File: src/rtl/smb_cfg_pkg.sv
package smb_cfg_pkg;

    typedef enum logic [2:0] {
        LK_IDLE,
        LK_RX,
        LK_RACK,
        LK_TX,
        LK_TACK
    } lk_state_e;

    typedef enum logic [1:0] {
        RL_ADDR,
        RL_CMD,
        RL_CNT,
        RL_DATA
    } lk_role_e;

    typedef struct packed {
        lk_state_e  st;
        lk_role_e   role;
        logic [3:0] bitn;
        logic [7:0] sh;
        logic [7:0] ptr;
        logic [7:0] cnt;
        logic       rd;
        logic       blk;
        logic       cpend;
        logic       wdone;
        logic       mack;
        logic       oe;
    } lk_state_t;

    function automatic logic [7:0] reg_default(input int idx);
        case (idx)
            15:      return 8'h2C;
            16:      return 8'h24;
            19:      return 8'hD2;
            20:      return 8'h88;
            default: return 8'h00;
        endcase
    endfunction

endpackage

File: src/rtl/smb_pin_sync.sv
module smb_pin_sync (
    input  logic clk,
    input  logic rst_n,
    input  logic scl_i,
    input  logic sda_i,
    output logic scl_s,
    output logic sda_s,
    output logic scl_rise,
    output logic scl_fall,
    output logic start_ev,
    output logic stop_ev
);
    // bit 0 = clock line, bit 1 = data line
    logic [1:0] m1_q, m2_q, prv_q;
    logic [1:0] m1_d, m2_d, prv_d;

    always_comb begin
        m1_d  = {sda_i, scl_i};
        m2_d  = m1_q;
        prv_d = m2_q;
    end

    always_ff @(posedge clk or negedge rst_n) begin
        if (!rst_n) begin
            m1_q  <= 2'b11;
            m2_q  <= 2'b11;
            prv_q <= 2'b11;
        end else begin
            m1_q  <= m1_d;
            m2_q  <= m2_d;
            prv_q <= prv_d;
        end
    end

    assign scl_s    = m2_q[0];
    assign sda_s    = m2_q[1];
    assign scl_rise = m2_q[0] & ~prv_q[0];
    assign scl_fall = ~m2_q[0] & prv_q[0];
    assign start_ev = m2_q[0] & prv_q[0] & ~m2_q[1] & prv_q[1];
    assign stop_ev  = m2_q[0] & prv_q[0] & m2_q[1] & ~prv_q[1];

endmodule

File: src/rtl/smb_link.sv
module smb_link
    import smb_cfg_pkg::*;
#(
    parameter int         NREG     = 22,
    parameter logic [6:0] DEV_ADDR = 7'h69
) (
    input  logic       clk,
    input  logic       rst_n,
    input  logic       sda_s,
    input  logic       scl_rise,
    input  logic       scl_fall,
    input  logic       start_ev,
    input  logic       stop_ev,
    input  logic [7:0] rd_dat,
    output logic [7:0] rd_idx,
    output logic       wr_en,
    output logic [7:0] wr_idx,
    output logic [7:0] wr_dat,
    output logic       sda_oe
);
    localparam logic [7:0] NREG8 = 8'(NREG);

    lk_state_t q, d;
    logic [7:0] nxt_byte;
    logic       data_ok;

    always_comb begin
        d        = q;
        wr_en    = 1'b0;
        wr_idx   = q.ptr;
        wr_dat   = q.sh;
        nxt_byte = q.cpend ? NREG8 : rd_dat;
        data_ok  = (q.blk ? (q.cnt != 8'd0) : !q.wdone) && (q.ptr < NREG8);

        if (start_ev) begin
            d.st   = LK_RX;
            d.role = RL_ADDR;
            d.bitn = 4'd0;
            d.rd   = 1'b0;
            d.oe   = 1'b0;
        end else if (stop_ev) begin
            d.st = LK_IDLE;
            d.oe = 1'b0;
        end else begin
            case (q.st)
                LK_RX: begin
                    if (scl_rise && q.bitn < 4'd8) begin
                        d.sh   = {q.sh[6:0], sda_s};
                        d.bitn = q.bitn + 4'd1;
                    end
                    if (scl_fall && q.bitn == 4'd8) begin
                        d.bitn = 4'd0;
                        d.st   = LK_RACK;
                        d.oe   = 1'b0;
                        case (q.role)
                            RL_ADDR: begin
                                if (q.sh[7:1] == DEV_ADDR) begin
                                    d.oe = 1'b1;
                                    d.rd = q.sh[0];
                                    if (q.sh[0]) d.cpend = q.blk;
                                    else         d.role  = RL_CMD;
                                end else begin
                                    d.st = LK_IDLE;
                                end
                            end
                            RL_CMD: begin
                                d.ptr   = q.sh;
                                d.blk   = (q.sh == 8'd0);
                                d.role  = (q.sh == 8'd0) ? RL_CNT : RL_DATA;
                                d.wdone = 1'b0;
                                d.oe    = 1'b1;
                            end
                            RL_CNT: begin
                                d.cnt  = q.sh;
                                d.role = RL_DATA;
                                d.oe   = 1'b1;
                            end
                            default: begin
                                if (data_ok) begin
                                    wr_en   = 1'b1;
                                    d.oe    = 1'b1;
                                    d.ptr   = q.ptr + 8'd1;
                                    d.wdone = 1'b1;
                                    if (q.blk) d.cnt = q.cnt - 8'd1;
                                end
                            end
                        endcase
                    end
                end
                LK_RACK: begin
                    if (scl_fall) begin
                        d.oe   = 1'b0;
                        d.bitn = 4'd0;
                        d.st   = LK_RX;
                        if (q.rd) begin
                            d.st   = LK_TX;
                            d.sh   = nxt_byte;
                            d.oe   = ~nxt_byte[7];
                            d.bitn = 4'd1;
                            if (q.cpend)              d.cpend = 1'b0;
                            else if (q.ptr != 8'hFF)  d.ptr   = q.ptr + 8'd1;
                        end
                    end
                end
                LK_TX: begin
                    if (scl_fall) begin
                        if (q.bitn == 4'd8) begin
                            d.oe = 1'b0;
                            d.st = LK_TACK;
                        end else begin
                            d.oe   = ~q.sh[6];
                            d.sh   = {q.sh[6:0], 1'b0};
                            d.bitn = q.bitn + 4'd1;
                        end
                    end
                end
                LK_TACK: begin
                    if (scl_rise) d.mack = ~sda_s;
                    if (scl_fall) begin
                        if (q.mack) begin
                            d.st   = LK_TX;
                            d.sh   = nxt_byte;
                            d.oe   = ~nxt_byte[7];
                            d.bitn = 4'd1;
                            if (q.cpend)              d.cpend = 1'b0;
                            else if (q.ptr != 8'hFF)  d.ptr   = q.ptr + 8'd1;
                        end else begin
                            d.st = LK_IDLE;
                            d.oe = 1'b0;
                        end
                    end
                end
                default: ;
            endcase
        end
    end

    always_ff @(posedge clk or negedge rst_n) begin
        if (!rst_n) begin
            q <= '{st: LK_IDLE, role: RL_ADDR, bitn: 4'd0, sh: 8'd0, ptr: 8'd0,
                   cnt: 8'd0, rd: 1'b0, blk: 1'b0, cpend: 1'b0, wdone: 1'b0,
                   mack: 1'b0, oe: 1'b0};
        end else begin
            q <= d;
        end
    end

    assign rd_idx = q.ptr;
    assign sda_oe = q.oe;

endmodule

File: src/rtl/smb_regbank.sv
module smb_regbank
    import smb_cfg_pkg::*;
#(
    parameter int         NREG    = 22,
    parameter int         ID_IDX  = 7,
    parameter logic [7:0] ID_VAL  = 8'h77,
    parameter int         STS_IDX = 2,
    parameter int         STS_W   = 5
) (
    input  logic              clk,
    input  logic              rst_n,
    input  logic              wr_en,
    input  logic [7:0]        wr_idx,
    input  logic [7:0]        wr_dat,
    input  logic [7:0]        rd_idx,
    output logic [7:0]        rd_dat,
    input  logic [STS_W-1:0]  strap_i,
    output logic [NREG*8-1:0] cfg_o
);
    localparam int HI_W = 8 - STS_W;

    logic [7:0] view [NREG];

    for (genvar i = 0; i < NREG; i++) begin : g_reg
        localparam logic [7:0] DEF = reg_default(i);
        if (i == ID_IDX) begin : g_id
            assign view[i] = ID_VAL;
        end else if (i == STS_IDX) begin : g_sts
            logic [HI_W-1:0] hi_q, hi_d;
            always_comb begin
                hi_d = hi_q;
                if (wr_en && wr_idx == 8'(i)) hi_d = wr_dat[7:STS_W];
            end
            always_ff @(posedge clk or negedge rst_n) begin
                if (!rst_n) hi_q <= DEF[7:STS_W];
                else        hi_q <= hi_d;
            end
            assign view[i] = {hi_q, strap_i};
        end else begin : g_rw
            logic [7:0] b_q, b_d;
            always_comb begin
                b_d = b_q;
                if (wr_en && wr_idx == 8'(i)) b_d = wr_dat;
            end
            always_ff @(posedge clk or negedge rst_n) begin
                if (!rst_n) b_q <= DEF;
                else        b_q <= b_d;
            end
            assign view[i] = b_q;
        end
        assign cfg_o[i*8 +: 8] = view[i];
    end

    always_comb begin
        rd_dat = 8'h00;
        for (int k = 0; k < NREG; k++) begin
            if (rd_idx == 8'(k)) rd_dat = view[k];
        end
    end

endmodule

File: src/rtl/smb_cfg_bank.sv
module smb_cfg_bank
    import smb_cfg_pkg::*;
#(
    parameter int         NREG     = 22,
    parameter logic [6:0] DEV_ADDR = 7'h69,
    parameter int         ID_IDX   = 7,
    parameter logic [7:0] ID_VAL   = 8'h77,
    parameter int         STS_IDX  = 2,
    parameter int         STS_W    = 5
) (
    input  logic              clk,
    input  logic              rst_n,
    input  logic              scl_i,
    input  logic              sda_i,
    output logic              sda_oe_o,
    input  logic [STS_W-1:0]  strap_i,
    output logic [NREG*8-1:0] cfg_o
);
    logic       scl_s, sda_s, scl_rise, scl_fall, start_ev, stop_ev;
    logic       wr_en;
    logic [7:0] wr_idx, wr_dat, rd_idx, rd_dat;

    smb_pin_sync u_sync (
        .clk      (clk),
        .rst_n    (rst_n),
        .scl_i    (scl_i),
        .sda_i    (sda_i),
        .scl_s    (scl_s),
        .sda_s    (sda_s),
        .scl_rise (scl_rise),
        .scl_fall (scl_fall),
        .start_ev (start_ev),
        .stop_ev  (stop_ev)
    );

    smb_link #(
        .NREG     (NREG),
        .DEV_ADDR (DEV_ADDR)
    ) u_link (
        .clk      (clk),
        .rst_n    (rst_n),
        .sda_s    (sda_s),
        .scl_rise (scl_rise),
        .scl_fall (scl_fall),
        .start_ev (start_ev),
        .stop_ev  (stop_ev),
        .rd_dat   (rd_dat),
        .rd_idx   (rd_idx),
        .wr_en    (wr_en),
        .wr_idx   (wr_idx),
        .wr_dat   (wr_dat),
        .sda_oe   (sda_oe_o)
    );

    smb_regbank #(
        .NREG    (NREG),
        .ID_IDX  (ID_IDX),
        .ID_VAL  (ID_VAL),
        .STS_IDX (STS_IDX),
        .STS_W   (STS_W)
    ) u_bank (
        .clk     (clk),
        .rst_n   (rst_n),
        .wr_en   (wr_en),
        .wr_idx  (wr_idx),
        .wr_dat  (wr_dat),
        .rd_idx  (rd_idx),
        .rd_dat  (rd_dat),
        .strap_i (strap_i),
        .cfg_o   (cfg_o)
    );

endmodule

File: config.mk
export PLATFORM = sky130hd
export DESIGN_NAME = smb_cfg_bank
export DESIGN_NICKNAME = d
export VERILOG_FILES = /design/src/rtl/smb_cfg_pkg.sv /design/src/rtl/smb_pin_sync.sv /design/src/rtl/smb_link.sv /design/src/rtl/smb_regbank.sv /design/src/rtl/smb_cfg_bank.sv
export SDC_FILE = /design/constraint.sdc
export NUM_CORES = 1
export LEC_CHECK = 0
export ABC_AREA = 1
export BUFFER_PORTS_ARGS = -buffer_cell sky130_fd_sc_hd__buf_2
export CAP_MARGIN = 20
export CORE_MARGIN = 2
export CORE_UTILIZATION = 32
export CTS_CLUSTER_SIZE = 25
export DETAILED_ROUTE_END_ITERATION = 6
export HOLD_SLACK_MARGIN = 0.06
export PLACE_DENSITY = 0.55
export SLEW_MARGIN = 20
export SYNTH_ARGS = -nofsm -noshare
export SYNTH_HDL_FRONTEND = slang
export SYNTH_SLANG_ARGS = --single-unit
File: constraint.sdc
create_clock -name clk -period 3.1 [get_ports clk]
set_clock_uncertainty 0.1 [all_clocks]
set_input_delay 0.62 -clock clk [delete_from_list [all_inputs] [get_ports clk]]
set_output_delay 0.62 -clock clk [all_outputs]
set_load 0.01 [all_outputs]
==> impl_metrics.csv, run 1 <==
group,metric,value,unit
setup_path,path_max_fanout,9,
power_and_ir_drop,seq_power_share,0.427,
timing,rsz0062_at_grt,"true",
timing,fin_crit_sh,0.992,
power_and_ir_drop,p_sw,2.09,mW
synth,synthTopCellsByArea,"dfrtp_1 44%, nand2_1 15%, o21ai_0 9.1%",
final_layout,final_cell_mix,"425 x nand2_1, 196 x o21ai_0, 188 x dfrtp_1, 176 x buf_2, 98 x inv_1",
routing,ant_nets,0,
die,rows,67,
routing,route.detailed.drc,0,
clock_network,cts_root_buf,"clkbuf_16",
worst_hold_path,min_from,"sda_i",
grt,grt_pass1_vias,9530,
synth,netlist_area,10800,sq um
setup_path,cpMostUsedCell,"nand2_1",
power_and_ir_drop,peakVddDrop,0.311,mV
power_and_ir_drop,sw_frac_of_total,0.303,
setup_path,worstSetupEndpointType,"flop",
final_layout,nFillCells,3465,
synth,yosys.area.top_type,"dfrtp_1",
flow_run,maxCapViolations,0,
synth,yosysSeqAreaShare,0.484,
clock_network,cts_tree,"done",
routing,wire_per_inst,17.5,um
power_and_ir_drop,p_int,4.82,mW
timing,layout_setup_ws,0.0237,ns
final_layout,final_layout_size_suffix_gt1_frac,0.250,
placed_design,place_inst,2014,
synth,ys_types,54,
final_layout,fin_area,13500,sq um
routing,wl,36.4,mm
timing,max_freq,325,MHz
placed_design,place.gp.congestion,0.872,
die,design.core.area,33400,sq um
timing,finalSetupViolCount,0,
routing,vias,10200,
die,start_util,0.324,
grt,grt_pass1_wl,56.5,mm
power_and_ir_drop,combinationalPowerShare,0.159,
worst_hold_path,hp-class,"in -> reg",
routing,vias_per_cell,4.93,
clock_network,htree_levels,1,
placed_design,io_buffers,177,
power_and_ir_drop,p_per_area,512,nW/um^2
timing,slew_headroom,0.324,
power_and_ir_drop,leakage,6.90,nW
setup_path,arrival,3.39,ns
synth,async_flop_share,1.00,
synth,synth_ff_type,"dfrtp_1",
setup_path,r2r_start,"u_link.rd_idx[0]",
timing,final.min_clock_period,3.08,ns
die,dieArea,35200,sq um
timing,fin_hold_ws,0.0986,ns
die,pin_count,186,
clock_network,clock-sinks,208,
final_layout,nNetsFinal,1631,
synth,synth_warnings,0,
setup_path,crit_path_top_delay_cell,"dfrtp_1",
final_layout,final_common_cell,"nand2_1",
synth,syn_inst,1392,
final_layout,layoutNonFillerInstCount,2072,
clock_network,cts_made_buffers,24,
run_status,status,"finished, final reports clean",
timing,maxSlewViolCount,0,
clock_network,clockBufferDepth,3,
synth,avgSynthCellArea,7.75,sq um
setup_path,cp-startpoint,"u_link.rd_idx[0]",
power_and_ir_drop,p_total,6.92,mW
placed_design,pre_cts_slack,-0.0925,ns
final_layout,post-route-util,0.405,
synth,synth_edf_count,0,
grt,overflow,0,
timing,finalHoldViolCount,0,
clock_network,clock_insertion_delay_worst_skew,0.53,ns
grt,grt_start_max_net_pins,78,
placed_design,dp_hpwl,26.1,mm
setup_path,cp.required,3.41,ns
die,die_w,188,um
setup_path,slowest_delay,0.44,ns
power_and_ir_drop,clkPwrFrac,0.414,
timing,tightest_slew,1.01,ns
routing,drtIter0Drc,1033,
die,die_h,188,um
grt,antenna_found_initial,0,
setup_path,startpoint_type,"flop",
setup_path,critical_path_class,"reg -> reg",
synth,synth.top_cell.area_share,0.443,
timing,tns,0,ns
final_layout,n_antenna_cell,0,
placed_design,placedInstanceArea,12400,sq um
final_layout,area_growth,25.2,%
grt,track_usage,0.203,
clock_network,path_clk_slew,0.06,ns
routing,drtPass1Iterations,6,
synth,synth-seq-cells,208,
critical path, delay by kind of cell (launching register included):
| kind | cells | cell delay (ns) |
|---|---|---|
| fa+ha+maj | 1 | 0.21 |
| flops | 1 | 0.44 |
| simple gates | 27 | 2.10 |
| buf+inv | 1 | 0.12 |
sequential cells by signal, indices dropped and copies added (netlist names), 2 cells and up:
signal	count
u_bank.g.g_rw.b_q	160
u_link.q	22
u_link.rd_idx	8
u_link.wr_dat	8
u_bank.g.g_sts.hi_q	3
u_sync.m1_q	2
u_sync.m2_q	2
u_sync.prv_q	2
power groups by stage:
| stage | clock, mW | combinational (mW) | sequential (mW) |
|---|---|---|---|
| 4_1_cts | 2.91 | 1.02 | 2.95 |
| 3_5_place_dp | 0 | 1.00 | 2.99 |
| 3_3_place_gp | 0 | 1.00 | 2.99 |
| 5_1_grt | 3.01 | 1.19 | 2.96 |
| 6_report | 2.87 | 1.10 | 2.95 |
| 2_1_floorplan | 0 | 0.583 | 2.94 |
logic make-up after synthesis:
group / after synthesis / share of synthesized area
compound gates: 310 / 0.153
xor+xnor: 10 / 0.00811
fa+ha+maj: 13 / 0.0151
buf+inv: 183 / 0.0733
flops: 208 / 0.484
mux: 2 / 0.00185
other cells: 2 / 0.000696
simple gates: 664 / 0.263
synth_stat cells, drive strengths merged (2+ instances only):
master	n
ha	13
dfrtp	191
clkinv	3
conb	2
nor3	14
a31oi	6
or2	24
nand2	446
buf	24
mux2i	2
nand4	13
nand3	52
nor2	108
a22oi	3
nor4	5
o21ai	200
xor2	8
a211oi	2
xnor2	2
a21oi	64
dfstp	17
o22ai	16
o211ai	9
inv	111
clkbuf	45
final cells by class:
type                       count  area [sq um]  area share
clock buffer                  32           692      0.0512
inverter                     114           443      0.0328
timing repair buffer         254          1550       0.115
clock inverter                 9           100     0.00741
multi-input combinational   1007          4940       0.366
sequential                   208          5230       0.387
tap                          448           561      0.0415
repair_timing:
action,in CTS,in global routing
endpoints found under the hold margin,13,0
pin swaps,2,33
buffers inserted,2,14
resized for setup,7,44
hold buffers,1,0
endpoints found under the setup margin,2,9
metal layers:
metal	vias up	part of all wire	track usage	routed length [um]
li1	4970	-	-	-
met1	4774	0.48	0.312	17400
met2	423	0.42	0.291	15100
met3	53	0.080	0.0344	2910
met4	0	0.026	0.0518	935
met5	-	0	0	0
path summary, 6_finish.rpt:
check / endpoint / slack (ns) / cells after the start
max: u_link.sda_oe / 0.02 / 29
max reg2reg: u_link.sda_oe / 0.02 / 29
max in group asynchronous: u_bank.g_reg[15].g_rw.b_q[5] / 1.49 / 3
min reg2reg: u_sync.m2_q[1] / 0.26 / 0
min in group asynchronous: u_bank.g_reg[3].g_rw.b_q[7] / 0.59 / 2
min: u_sync.m1_q[1] / 0.1 / 1
Power figures use the tool's default switching activity.
==> run 2: changes to the inputs <==
CELL_PAD_IN_SITES_DETAIL_PLACEMENT = 1   (was unset)
CELL_PAD_IN_SITES_GLOBAL_PLACEMENT = 1   (was unset)
PLACE_DENSITY = 0.7   (was 0.55)
==> run 2 against run 1 <==
Compared with the run above:
- first-iteration DRC count fell by 39%
- worst setup slack improved by 0.0018 ns
- final area rose by 0.60%
- worst hold slack improved by 0.16 ns
- via count rose by 3.3%
- final cell count did not move
==> impl_metrics.csv, run 2 (synthesis results as in run 1) <==
group,metric,value,unit
run_status,status,"finished, final reports clean",
grt,antenna_found_initial,2,
flow_run,maxCapViolations,0,
clock_network,path_clk_slew,0.06,ns
final_layout,n_antenna_cell,0,
clock_network,clock-sinks,208,
placed_design,place.gp.congestion,0.859,
routing,wl,40.6,mm
clock_network,cts_root_buf,"clkbuf_16",
routing,wire_per_inst,19.6,um
routing,route.detailed.drc,0,
timing,slew_headroom,0.345,
die,design.core.area,33400,sq um
clock_network,cts_tree,"done",
grt,grt_pass1_vias,10700,
routing,ant_nets,0,
setup_path,startpoint_type,"flop",
setup_path,cpMostUsedCell,"nand2_1",
die,start_util,0.324,
grt,grt_start_max_net_pins,61,
timing,tightest_slew,0.982,ns
final_layout,largestRegisters,"u_bank.g.g_rw.b_q (160), u_link.q (22)",
timing,rsz0062_at_grt,"true",
die,die_w,188,um
setup_path,arrival,3.44,ns
routing,vias,10600,
timing,finalHoldViolCount,0,
timing,fin_crit_sh,0.992,
setup_path,worstSetupEndpointType,"flop",
grt,track_usage,0.224,
placed_design,dp_hpwl,28.8,mm
clock_network,clockBufferDepth,3,
final_layout,post-route-util,0.408,
timing,finalSetupViolCount,0,
die,die_h,188,um
timing,max_freq,325,MHz
routing,drtPass1Iterations,5,
routing,drtIter0Drc,628,
placed_design,io_buffers,177,
final_layout,final_layout_size_suffix_gt1_frac,0.244,
clock_network,cts_made_buffers,25,
grt,grt_pass1_wl,62.8,mm
placed_design,pre_cts_slack,-0.0773,ns
worst_hold_path,hp-class,"reg -> reg",
routing,vias_per_cell,5.10,
final_layout,final_common_cell,"nand2_1",
final_layout,largest_reg_flops,160,
setup_path,slowest_delay,0.47,ns
setup_path,path_max_fanout,4,
clock_network,htree_levels,1,
timing,final.min_clock_period,3.07,ns
die,dieArea,35200,sq um
setup_path,critical_path_class,"reg -> reg",
die,rows,67,
final_layout,nNetsFinal,1630,
final_layout,top_register,"u_bank.g.g_rw.b_q",
die,pin_count,186,
setup_path,cp.required,3.47,ns
power_and_ir_drop,p_per_area,540,nW/um^2
final_layout,area_growth,26.0,%
grt,overflow,0,
final_layout,final_cell_mix,"433 x nand2_1, 196 x o21ai_0, 186 x dfrtp_1, 176 x buf_2, 97 x inv_1",
setup_path,crit_path_top_delay_cell,"dfrtp_2",
timing,maxSlewViolCount,0,
clock_network,clock_insertion_delay_worst_skew,0.56,ns
power_and_ir_drop,leakage,6.93,nW
power_and_ir_drop,peakVddDrop,0.365,mV
timing,layout_setup_ws,0.0255,ns
==> run 2: changes by cell type in the layout (fill, tap and decap cells not counted), moves of 3 or more <==
cell	before	now
buf_4	68	65
bufinv_16	2	5
ha_4	1	4
nand2_1	425	433
nand2_2	17	6
nand2_4	3	8
nand3_1	43	47
nand3_2	8	5
==> run 2: area by class of cell <==
type / instances / area, sq um
clock buffers: 31 / 688
clock inverters: 12 / 208
fillers: 4130 / 19800
inverters: 114 / 445
multi-input cells: 1008 / 4950
flip-flops and latches: 208 / 5230
well taps: 448 / 561
repair buffers: 251 / 1520
==> run 2: per-stage QoR <==
stage / power (mW) / area (sq um) / instances / hold WS (ns) / setup TNS [ns]
floorplan: 3.52 / 10800 / 1398 / 0.224 / 0
global placement: 3.98 / 12300 / 2000 / 0.247 / 0
detailed placement: 4.01 / 12300 / 2000 / 0.248 / -0.112
CTS: 7.31 / 13300 / 2053 / 0.256 / 0
global route: 7.60 / 13600 / 2072 / 0.263 / -1.05
finish: 7.34 / 13600 / 2072 / 0.254 / 0
==> run 2: routing by layer <==
metal | global-route usage | up-vias | wire (um)
met4 | 0.0594 | 0 | 1010
li1 | - | 4959 | -
met1 | 0.294 | 5269 | 17700
met2 | 0.382 | 266 | 19900
met5 | 0 | - | 0
met3 | 0.0357 | 68 | 1950
==> run 2: power breakdown <==
group	total (mW)	switching, mW	internal [mW]	leakage (nW)
sequential	2.96	0.146	2.81	2.79
combinational	1.14	0.850	0.292	3.70
clock	3.24	1.25	1.99	0.444
total	7.34	2.24	5.10	6.93
==> run 2: timing repair <==
item	CTS	global route
setup endpoints to repair	3	9
setup buffers	7	18
endpoints found under the hold margin	52	0
gates resized for setup	3	45
hold buffers	3	0
pin swaps	3	16
gates cloned	0	1
==> run 2: worst max-delay path: cells and delay by family, from the launching register on <==
| family | cells | cell delay, ns |
|---|---|---|
| fa+ha+maj | 1 | 0.17 |
| buf+inv | 2 | 0.29 |
| compound gates | 2 | 0.30 |
| flops | 1 | 0.47 |
| simple gates | 23 | 1.67 |
==> run 2: final timing paths <==
path / start / to / slack [ns] / cells after the start
hold / removal: u_sync.m1_q[1] / u_sync.m2_q[1] / 0.25 / 0
min in group asynchronous: rst_n / u_bank.g_reg[6].g_rw.b_q[6] / 0.52 / 2
setup / recovery: u_link.rd_idx[0] / u_link.wr_dat[4] / 0.03 / 28
hold reg to reg: u_sync.m1_q[1] / u_sync.m2_q[1] / 0.25 / 0
setup reg to reg: u_link.rd_idx[0] / u_link.wr_dat[4] / 0.03 / 28
max in group asynchronous: rst_n / u_bank.g_reg[20].g_rw.b_q[3] / 1.48 / 3
